[config.mk]
export PLATFORM = sky130hd
export DESIGN_NAME = pkt_sum_check
export DESIGN_NICKNAME = d
export VERILOG_FILES = /design/src/rtl/pkt_pkg.sv /design/src/rtl/pkt_fsm.sv /design/src/rtl/pkt_accum.sv /design/src/rtl/pkt_cmp.sv /design/src/rtl/pkt_sum_check.sv
export SDC_FILE = /design/constraint.sdc
export NUM_CORES = 1
export LEC_CHECK = 0
export BUFFER_PORTS_ARGS = -buffer_cell sky130_fd_sc_hd__buf_2
export CORE_ASPECT_RATIO = 1.75
export CORE_MARGIN = 2
export CORE_UTILIZATION = 40
export DETAILED_ROUTE_END_ITERATION = 10
export PLACE_DENSITY_LB_ADDON = 0.3
export SLEW_MARGIN = 10
export SYNTH_ARGS = -nofsm -noshare
export SYNTH_HDL_FRONTEND = slang
export SYNTH_SLANG_ARGS = --single-unit
[constraint.sdc]
create_clock -name clk -period 5.4 [get_ports clk]
set_clock_uncertainty 0.05 [all_clocks]
set_input_delay 0 -clock clk [delete_from_list [all_inputs] [get_ports clk]]
set_output_delay 0 -clock clk [all_outputs]
set_load 0.01 [all_outputs]
[src/rtl/pkt_pkg.sv]
package pkt_pkg;
  typedef enum logic [2:0] {
    ST_HUNT,
    ST_SYNC2,
    ST_LEN,
    ST_BODY,
    ST_SUM
  } frm_state_t;
endpackage

[src/rtl/pkt_fsm.sv]
module pkt_fsm
  import pkt_pkg::*;
#(
  parameter int          W      = 8,
  parameter logic [W-1:0] SYNC_A = 8'h33,
  parameter logic [W-1:0] SYNC_B = 8'hCC
) (
  input  logic         clk,
  input  logic         rst,
  input  logic [W-1:0] din,
  output logic         acc_clr,
  output logic         acc_add,
  output logic         chk_en,
  output logic         valid_o
);
  localparam logic [W-1:0] ONE  = W'(1);
  localparam logic [W-1:0] ZERO = '0;

  frm_state_t   state_q, state_d;
  logic [W-1:0] cnt_q;
  logic         valid_q;

  always_comb begin
    state_d = state_q;
    case (state_q)
      ST_HUNT:  if (din == SYNC_A) state_d = ST_SYNC2;
      ST_SYNC2: begin
        if (din == SYNC_B)      state_d = ST_LEN;
        else if (din == SYNC_A) state_d = ST_SYNC2;
        else                    state_d = ST_HUNT;
      end
      ST_LEN:   state_d = (din == ZERO) ? ST_SUM : ST_BODY;
      ST_BODY:  if (cnt_q == ONE) state_d = ST_SUM;
      ST_SUM:   state_d = ST_HUNT;
      default:  state_d = ST_HUNT;
    endcase
  end

  always_ff @(posedge clk) begin
    if (rst) begin
      state_q <= ST_HUNT;
      cnt_q   <= ZERO;
      valid_q <= 1'b0;
    end else begin
      state_q <= state_d;
      case (state_q)
        ST_LEN: begin
          cnt_q   <= din;
          valid_q <= (din != ZERO);
        end
        ST_BODY: begin
          cnt_q <= cnt_q - ONE;
          if (cnt_q == ONE) valid_q <= 1'b0;
        end
        default: valid_q <= 1'b0;
      endcase
    end
  end

  assign acc_clr = (state_q == ST_LEN);
  assign acc_add = (state_q == ST_BODY);
  assign chk_en  = (state_q == ST_SUM);
  assign valid_o = valid_q;
endmodule

[src/rtl/pkt_accum.sv]
module pkt_accum #(
  parameter int W = 8
) (
  input  logic         clk,
  input  logic         rst,
  input  logic         clr,
  input  logic         add,
  input  logic [W-1:0] din,
  output logic [W-1:0] sum
);
  logic [W-1:0] sum_q;

  always_ff @(posedge clk) begin
    if (rst || clr)  sum_q <= '0;
    else if (add)    sum_q <= sum_q + din;
  end

  assign sum = sum_q;
endmodule

[src/rtl/pkt_cmp.sv]
module pkt_cmp #(
  parameter int W = 8
) (
  input  logic         clk,
  input  logic         rst,
  input  logic         chk_en,
  input  logic [W-1:0] sum,
  input  logic [W-1:0] din,
  output logic         err
);
  logic err_q;

  always_ff @(posedge clk) begin
    if (rst) err_q <= 1'b0;
    else     err_q <= chk_en && (sum != din);
  end

  assign err = err_q;
endmodule

[src/rtl/pkt_sum_check.sv]
module pkt_sum_check #(
  parameter int          W      = 8,
  parameter logic [W-1:0] SYNC_A = 8'h33,
  parameter logic [W-1:0] SYNC_B = 8'hCC
) (
  input  logic         clk,
  input  logic         rst,
  input  logic [W-1:0] din,
  output logic         pay_valid,
  output logic         sum_err
);
  logic         acc_clr, acc_add, chk_en;
  logic [W-1:0] sum;

  pkt_fsm #(.W(W), .SYNC_A(SYNC_A), .SYNC_B(SYNC_B)) u_fsm (
    .clk     (clk),
    .rst     (rst),
    .din     (din),
    .acc_clr (acc_clr),
    .acc_add (acc_add),
    .chk_en  (chk_en),
    .valid_o (pay_valid)
  );

  pkt_accum #(.W(W)) u_acc (
    .clk (clk),
    .rst (rst),
    .clr (acc_clr),
    .add (acc_add),
    .din (din),
    .sum (sum)
  );

  pkt_cmp #(.W(W)) u_cmp (
    .clk    (clk),
    .rst    (rst),
    .chk_en (chk_en),
    .sum    (sum),
    .din    (din),
    .err    (sum_err)
  );
endmodule

==> results of run 1 <==
cell families (layout without fill, tap and decap cells):
logic type / after synthesis / after routing / share of synthesized area, %
AO/OA/AOI/OAI: 43 / 43 / 22.3
XOR/XNOR: 5 / 5 / 3.23
adder cells (fa/ha/maj): 10 / 10 / 9.77
buffers and inverters: 16 / 22 / 4.52
flip-flops: 21 / 21 / 31.0
multiplexers: 6 / 6 / 4.88
AND/OR/NAND/NOR: 68 / 68 / 24.3
cell usage in the layout, fill, tap and decap left out, types with 2 or more instances in the layout:
cell / n
a2111oi_0: 2
a211oi_1: 2
a21oi_1: 16
a22oi_1: 3
a31oi_1: 4
buf_2: 11
clkbuf_8: 3
dfxtp_1: 21
ha_1: 9
inv_1: 6
mux2i_1: 4
nand2_1: 22
nand3_1: 9
nand3b_1: 2
nand4_1: 2
nor2_1: 13
nor3_1: 8
nor3b_1: 2
nor4_1: 4
o21ai_0: 2
xnor2_1: 2
xor2_1: 3
per-stage QoR:
step | cell area [um^2] | utilization (%) | setup slack (ns) | total power, mW
after floorplan | 1360 | - | 3.34 | 0.171
after global placement | 1440 | 43.2 | 3.26 | 0.179
after detailed placement | 1440 | 43.2 | 3.22 | 0.180
after CTS | 1480 | 44.5 | 3.19 | 0.284
after global routing | 1480 | 44.5 | 3.08 | 0.291
final | 1480 | 44.5 | 3.20 | 0.279
where the power goes:
| part | switching (mW) | internal [mW] |
|---|---|---|
| sequential | 0.000112 | 0.155 |
| clock | 0.0504 | 0.0525 |
| combinational | 0.0141 | 0.00746 |
critical path, cell delays in order, from the launching register on:
cell	delay (ns)
dfxtp_1	0.32
ha_1	0.39
nand2_1	0.11
o31ai_2	0.35
mux2_4	0.34
a2111o_1	0.40
a31oi_1	0.16
cells in the mapped netlist, drive strengths merged (2+ instances only):
library cell	instances	area, um^2
dfxtp	21	420
nand2	22	82.6
mux2i	4	40.0
a22oi	3	22.5
xor2	3	26.3
a211oi	3	27.5
inv	6	22.5
nor2	13	48.8
clkbuf	8	30.0
ha	9	113
nor4	4	25.0
mux2	2	26.3
a21oi	17	96.4
nor3b	2	15.0
nor3	8	40.0
nand4	2	12.5
buf	2	8.75
a2111oi	3	27.5
nand3	9	45.0
a31oi	4	25.0
o21ai	3	15.0
xnor2	2	17.5
nand3b	2	15.0
worst min-delay path by stage:
stage | slack [ns] | start | endpoint
after floorplan | 0.11 | rst | u_cmp.err
after global placement | 0.31 | din[2] | u_fsm.cnt_q[2]
after detailed placement | 0.32 | din[2] | u_fsm.cnt_q[2]
after CTS | 0.05 | din[2] | u_fsm.cnt_q[2]
after global routing | 0.06 | din[3] | u_fsm.state_q[1]
final | 0.06 | din[3] | u_fsm.state_q[1]
final cells by class:
class,instances,area [um^2]
fillers,343,1850
inverters,6,22.5
multi-input cells,132,876
flip-flops and latches,21,420
repair buffers,12,62.6
well taps,45,56.3
clock buffers,4,45.0
registers in the layout, indices dropped and copies added (netlist names):
name / flops
u_acc.sum: 8
u_fsm.cnt_q: 8
u_fsm.state_q: 3
u_cmp.err: 1
u_fsm.valid_o: 1
routing by layer:
layer,share of wire [%],GRT usage (%),vias up
met3,1.7,2.22,10
li1,-,-,631
met5,0,0,-
met4,3.7,10.5,0
met1,41,22.4,584
met2,54,32.4,15
==> flow_summary.ini, run 1 <==
[finish]
final_nets = 196
n_antenna_cell = 0
layout-drive-gt1-share_pct = 12.0
synthToLayoutAreaGrowth_pct = 9.22
finish.cell_count_without_fillers = 220

[floorplanning]
die-area_mm2 = 0.00389
core_mm2 = 0.00333
row_count = 28
dieHeight_um = 81.1
start_util_pct = 40.8
width_of_the_die_um = 48.0
boundaryPins = 12

[power]
power.leakage_nw = 0.546
powerDensity_mw_per_mm2 = 188
vdd_ir_max_uv = 98.5

[clock_tree]
tritoncts = done
hold_buffers = 0
postCtsSetupRepairBufs = 0
clock_insertion_delay_worst_skew_ns = 0.26
number_of_clock_sinks = 21
h_tree_lvls = 1
clk_root_buffer_cell = clkbuf_8
worst_setup_hold_path_clk_slew_ns = 0.08
max-clock-path-buffers = 2
numCtsBuffers = 3
number_of_resized_instances_in_the_post_cts_repair_step = 0

[logic_synthesis]
synth.distinct_cells = 46
syn_area_mm2 = 0.00136
synthesis.nets = 189
seq_area_frac_synth_pct = 31.0
syn-instance-count = 169
yosys_warnings = 0
dominant_register_cell_in_the_synthesized_netlist = dfxtp_1
share_of_synthesized_flip_flops_with_an_asynchronous_set_or_reset_pct = 0
postSynthRegisterBits = 21
syn_area_per_cell_um2 = 8.03
synth-edff-count = 0

[critical_path]
end_kind = flip-flop
crit_fanout = 4
crit_start = u_acc.sum[4]
worstReg2RegEnd = u_acc.sum[7]
critical_path_type = flip-flop to flip-flop
critical_path.endpoint = u_acc.sum[7]
worst_ep_required_time_ns = 5.54
worstPathArrival_ns = 2.33
timing.reg2reg.setup_slack_ns = 3.20
rr_worst_depth = 6
timing.critical_path.from_type = flip-flop
critical_path.reg2reg.startpoint = u_acc.sum[4]

[timing]
worst_max_slew_pin_slew_ns = 0.951
grt_setup_unrepaired = no
setup_tns_ns = 0
timing.hold.ws_ns = 0.0600
hold_violation_count_in_the_final_report = 0
timing.final.crit_share_pct = 40.7
fmax_ghz = 0.455
period_needed_ns = 2.20
finalSetupViolCount = 0
report.final.slew_viol_count = 0
maxSlewHeadroom_pct = 36.5

[grt]
global_route_wire_length_before_repair_mm = 5.42
grt_start_max_net_pins = 29
number_of_global_route_vias_before_repair = 1232
grt_overflow = 0
groute.usage.overall_pct = 19.3
antenna_found_initial = 0

[placement]
globalplace.congestion = 0.924
place.detailed.instances = 216
placement.io_buffers = 11
dpl.hpwl_mm = 2.50

[hold_path]
min_path_type = input port to flip-flop
min_path_cells = 3

[drt]
dr.first_iter.drc_count = 7
route.detailed.vias_per_inst = 5.64
detailedRoute.firstPassIterationCount = 4
detailroute.via_count = 1240
route.final.wire_length_mm = 3.34
post_route_drc = 0
routed_wire_length_per_instance_um = 15.2
ant_nets = 0

[run_status]
outcome = complete, no violations

[flow_run]
max_cap_violations = 0
(Power assumes the default switching activity.)
==> run 2: changes to the inputs <==
Clock period 5.4 ns to 2.2 ns, I/O delays scaled along.
==> run 2 against run 1 <==
Sequential power is 150% higher. Highest routed layer unchanged. First-iteration DRC count grew to 5.0 times the previous value. Total power grew to 2.5 times the previous value. Worst setup slack worse by 3.1 ns. Critical path depth is 1 higher.
==> flow_summary.ini, run 2 (synthesized netlist as in run 1, its figures left out) <==
[run_status]
outcome = complete, no violations

[power]
vdd_ir_max_uv = 308
power.leakage_nw = 0.573
powerDensity_mw_per_mm2 = 457

[placement]
dpl.hpwl_mm = 2.71
globalplace.congestion = 0.916
placement.io_buffers = 11
placedInstanceArea_mm2 = 0.00148

[floorplanning]
width_of_the_die_um = 48.0
core_mm2 = 0.00333
start_util_pct = 40.8
row_count = 28
dieHeight_um = 81.1
die-area_mm2 = 0.00389
boundaryPins = 12

[timing]
maxSlewHeadroom_pct = 55.2
report.final.slew_viol_count = 0
worst_max_slew_pin_slew_ns = 0.672
timing.final.crit_share_pct = 95.3
fmax_ghz = 0.477
grt_setup_unrepaired = no
finalSetupViolCount = 0
setup_tns_ns = 0
hold_violation_count_in_the_final_report = 0
period_needed_ns = 2.10

[drt]
routed_wire_length_per_instance_um = 15.6
dr.first_iter.drc_count = 35
post_route_drc = 0
detailroute.via_count = 1309
route.final.wire_length_mm = 3.52
ant_nets = 0
detailedRoute.firstPassIterationCount = 4
route.detailed.vias_per_inst = 5.82

[clock_tree]
clk_root_buffer_cell = clkbuf_8
worst_setup_hold_path_clk_slew_ns = 0.09
clock_insertion_delay_worst_skew_ns = 0.27
h_tree_lvls = 1
number_of_clock_sinks = 21
numCtsBuffers = 3
postCtsSetupRepairBufs = 0
tritoncts = done
max-clock-path-buffers = 2

[finish]
layout.cells.most_common = nand2_1
n_antenna_cell = 0
final_area_mm2 = 0.00154
final_nets = 201
synthToLayoutAreaGrowth_pct = 13.6
layout-drive-gt1-share_pct = 15.6
most_frequent_cells_in_the_layout = nand2_1 (22), dfxtp_1 (21), a21oi_1 (16)

[critical_path]
worst_ep_required_time_ns = 2.34
end_kind = flip-flop
worstPathArrival_ns = 2.24
crit_fanout = 3
timing.critical_path.from_type = flip-flop
critical_path_type = flip-flop to flip-flop
rr_worst_depth = 7

[grt]
number_of_global_route_vias_before_repair = 1277
groute.usage.overall_pct = 19.8
antenna_found_initial = 0
grt_start_max_net_pins = 24
global_route_wire_length_before_repair_mm = 5.61
grt_overflow = 0

[hold_path]
min_path_cells = 3
min_path_type = input port to flip-flop

[flow_run]
max_cap_violations = 0
[run 2: path summary, 6_finish.rpt]
kind / startpoint / end / slack (ns)
worst max-delay path: u_acc.sum[4] / u_acc.sum[7] / 0.10
worst min-delay path: din[3] / u_fsm.state_q[1] / 0.05
worst max register to register: u_acc.sum[4] / u_acc.sum[7] / 0.10
worst min register to register: u_fsm.valid_o / u_fsm.valid_o / 0.41
[run 2: power breakdown]
part	internal [mW]	leakage, nW	total, mW	switching (mW)
combinational	0.0210	0.379	0.0584	0.0374
clock	0.127	0.0255	0.267	0.141
sequential	0.380	0.169	0.380	0.000123
[run 2: per-stage QoR]
step | total power [mW] | setup WS (ns) | utilization (%) | hold slack, ns | instances
after floorplan | 0.419 | 0.138 | - | 0.109 | 169
after global placement | 0.442 | 0.132 | 44.3 | 0.313 | 221
after detailed placement | 0.444 | 0.0580 | 44.3 | 0.322 | 221
after CTS | 0.701 | 0.0340 | 45.7 | 0.0487 | 225
after global routing | 0.727 | 0.0191 | 46.4 | 0.0578 | 225
final | 0.706 | 0.103 | 46.4 | 0.0525 | 225
[run 2: cell type report]
class	instances	area [um^2]
Fill cell	334	1790
Multi-Input combinational cell	132	897
Sequential cell	21	420
Timing Repair Buffer	17	100
Tap cell	45	56.3
Clock buffer	3	41.3
Inverter	6	22.5
Clock inverter	1	5.00
[run 2: repair_timing]
item                                    in CTS  in global routing
hold buffers                                 0                  0
endpoints found under the setup margin       0                  1
endpoints found under the hold margin        0                  0
resized for setup                            0                  2
[run 2: worst max-delay path, stage by stage, from the launching register on]
cell      delay [ns]
dfxtp_1         0.32
ha_1            0.30
buf_4           0.17
a21oi_4         0.17
o31ai_4         0.10
mux2_4          0.32
a2111o_1        0.42
a31oi_1         0.17
[run 2: per-layer routing]
layer / vias to the layer above / wire (um) / global-route usage, %
met4: 0 / 174 / 12.2
met1: 618 / 1440 / 22.3
met5: - / 0 / 0
met2: 34 / 1820 / 33.5
li1: 643 / - / -
met3: 14 / 80 / 2.00
==> run 3: changes to the inputs <==
Settings changed: CORE_MARGIN 2 to 1, CORE_UTILIZATION 40 to 58.
==> run 3 against run 2 <==
Flip-flop and latch count is the same. Register-to-register slack got worse by 0.05 ns. Clock-buffer cell count is 1 higher. Critical path type unchanged. First-iteration DRC count shrank 8.6%. Worst setup slack got worse by 0.046 ns. Die area fell by 35%.
==> flow_summary.ini, run 3 (synthesized netlist as in run 1, its figures left out) <==
[drt]
detailedRoute.firstPassIterationCount = 4
route.final.wire_length_mm = 3.34
post_route_drc = 0
dr.first_iter.drc_count = 32
routed_wire_length_per_instance_um = 16.5
detailroute.via_count = 1317
route.detailed.vias_per_inst = 6.49
ant_nets = 0

[finish]
layout-drive-gt1-share_pct = 13.4
layout.cells.most_common = nand2_1
fillCellCount = 193
n_antenna_cell = 0
most_frequent_cells_in_the_layout = nand2_1 (22), dfxtp_1 (21), a21oi_1 (16)
final_nets = 200
synthToLayoutAreaGrowth_pct = 8.94

[critical_path]
end_kind = flip-flop
timing.critical_path.from_type = flip-flop
critical_path_type = flip-flop to flip-flop
worst_ep_required_time_ns = 2.40
worstPathArrival_ns = 2.34
crit_fanout = 4

[grt]
antenna_found_initial = 0
global_route_wire_length_before_repair_mm = 5.64
number_of_global_route_vias_before_repair = 1309
grt_overflow = 0
grt_start_max_net_pins = 24
groute.usage.overall_pct = 30.4

[flow_run]
max_cap_violations = 0

[timing]
finalSetupViolCount = 0
hold_violation_count_in_the_final_report = 0
maxSlewHeadroom_pct = 47.9
fmax_ghz = 0.467
final_ws_setup_ns = 0.0565
period_needed_ns = 2.14
report.final.slew_viol_count = 0
timing.hold.ws_ns = 0.0162
grt_setup_unrepaired = no
timing.final.crit_share_pct = 97.4
worst_max_slew_pin_slew_ns = 0.781
setup_tns_ns = 0

[clock_tree]
number_of_clock_sinks = 21
postCtsSetupRepairBufs = 0
h_tree_lvls = 1
clock_insertion_delay_worst_skew_ns = 0.31
worst_setup_hold_path_clk_slew_ns = 0.12
numCtsBuffers = 3
tritoncts = done
clk_root_buffer_cell = clkbuf_4
max-clock-path-buffers = 2

[power]
powerDensity_mw_per_mm2 = 427
intPower_mw = 0.472
power.share.combinational_pct = 9.3
total_power_mw = 0.632
clock_power_share_pct = 30.5
seq_power_share_pct = 60.2
power.leakage_nw = 0.559
vdd_ir_max_uv = 280
power_switching_mw = 0.159
switching_share_pct = 25.2

[floorplanning]
die-area_mm2 = 0.00255
width_of_the_die_um = 38.6
start_util_pct = 63.2
row_count = 22
core_mm2 = 0.00215
boundaryPins = 12
dieHeight_um = 66

[placement]
dpl.hpwl_mm = 2.48
placement.io_buffers = 11
globalplace.congestion = 0.855
pre_cts_ws_ns = 0.0483

[hold_path]
min_path_type = input port to flip-flop

[run_status]
outcome = complete, no violations
run 3: area by class of cell:
cell class / instances / area [um^2] / area share [%]
Multi-Input combinational cell: 132 / 885 / 59.8
Sequential cell: 21 / 420 / 28.4
Timing Repair Buffer: 16 / 95.1 / 6.43
Tap cell: 24 / 30.0 / 2.03
Clock buffer: 4 / 26.3 / 1.78
Inverter: 6 / 22.5 / 1.52
run 3: critical path: stages (launching register included):
cell and delay, ns:
dfxtp_1 0.34, ha_1 0.35, nand2_1 0.12, o31ai_4 0.31
mux2_4 0.34, a2111o_1 0.41, a31oi_1 0.16
run 3: power by group through the flow:
stage	Clock (mW)	Combinational, mW	Sequential (mW)
after floorplan	0	0.0299	0.389
after CTS	0.191	0.0565	0.380
after detailed placement	0	0.0551	0.389
after global placement	0	0.0527	0.389
after global routing	0.206	0.0629	0.380
final	0.193	0.0585	0.380
run 3: repair_timing:
item                       CTS  global route
setup endpoints to repair    0             1
hold endpoints to repair     1             0
resized for setup            0             1
hold buffers                 1             0
run 3: path summary, 6_finish.rpt:
| kind | start | endpoint | slack [ns] | depth (start not counted) |
|---|---|---|---|---|
| worst min-delay path | din[2] | u_fsm.cnt_q[2] | 0.02 | 3 |
| worst max register to register | u_acc.sum[3] | u_acc.sum[7] | 0.06 | 6 |
| worst min register to register | u_fsm.valid_o | u_fsm.valid_o | 0.41 | 2 |
| worst max-delay path | u_acc.sum[3] | u_acc.sum[7] | 0.06 | 6 |
run 3: stage by stage:
stage | instances | instance area [um^2] | utilization (%)
2_1_floorplan | 169 | 1360 | -
3_3_place_gp | 198 | 1430 | 66.8
3_5_place_dp | 198 | 1430 | 66.8
4_1_cts | 203 | 1470 | 68.5
5_1_grt | 203 | 1480 | 68.9
6_report | 203 | 1480 | 68.9
run 3: metal layers:
layer	share of wire, %	global-route usage (%)	vias to the layer above
met5	0	0	-
met4	1.5	12.5	0
met3	2.5	2.36	6
met2	55	55.2	33
met1	40	34.0	640
li1	-	-	638
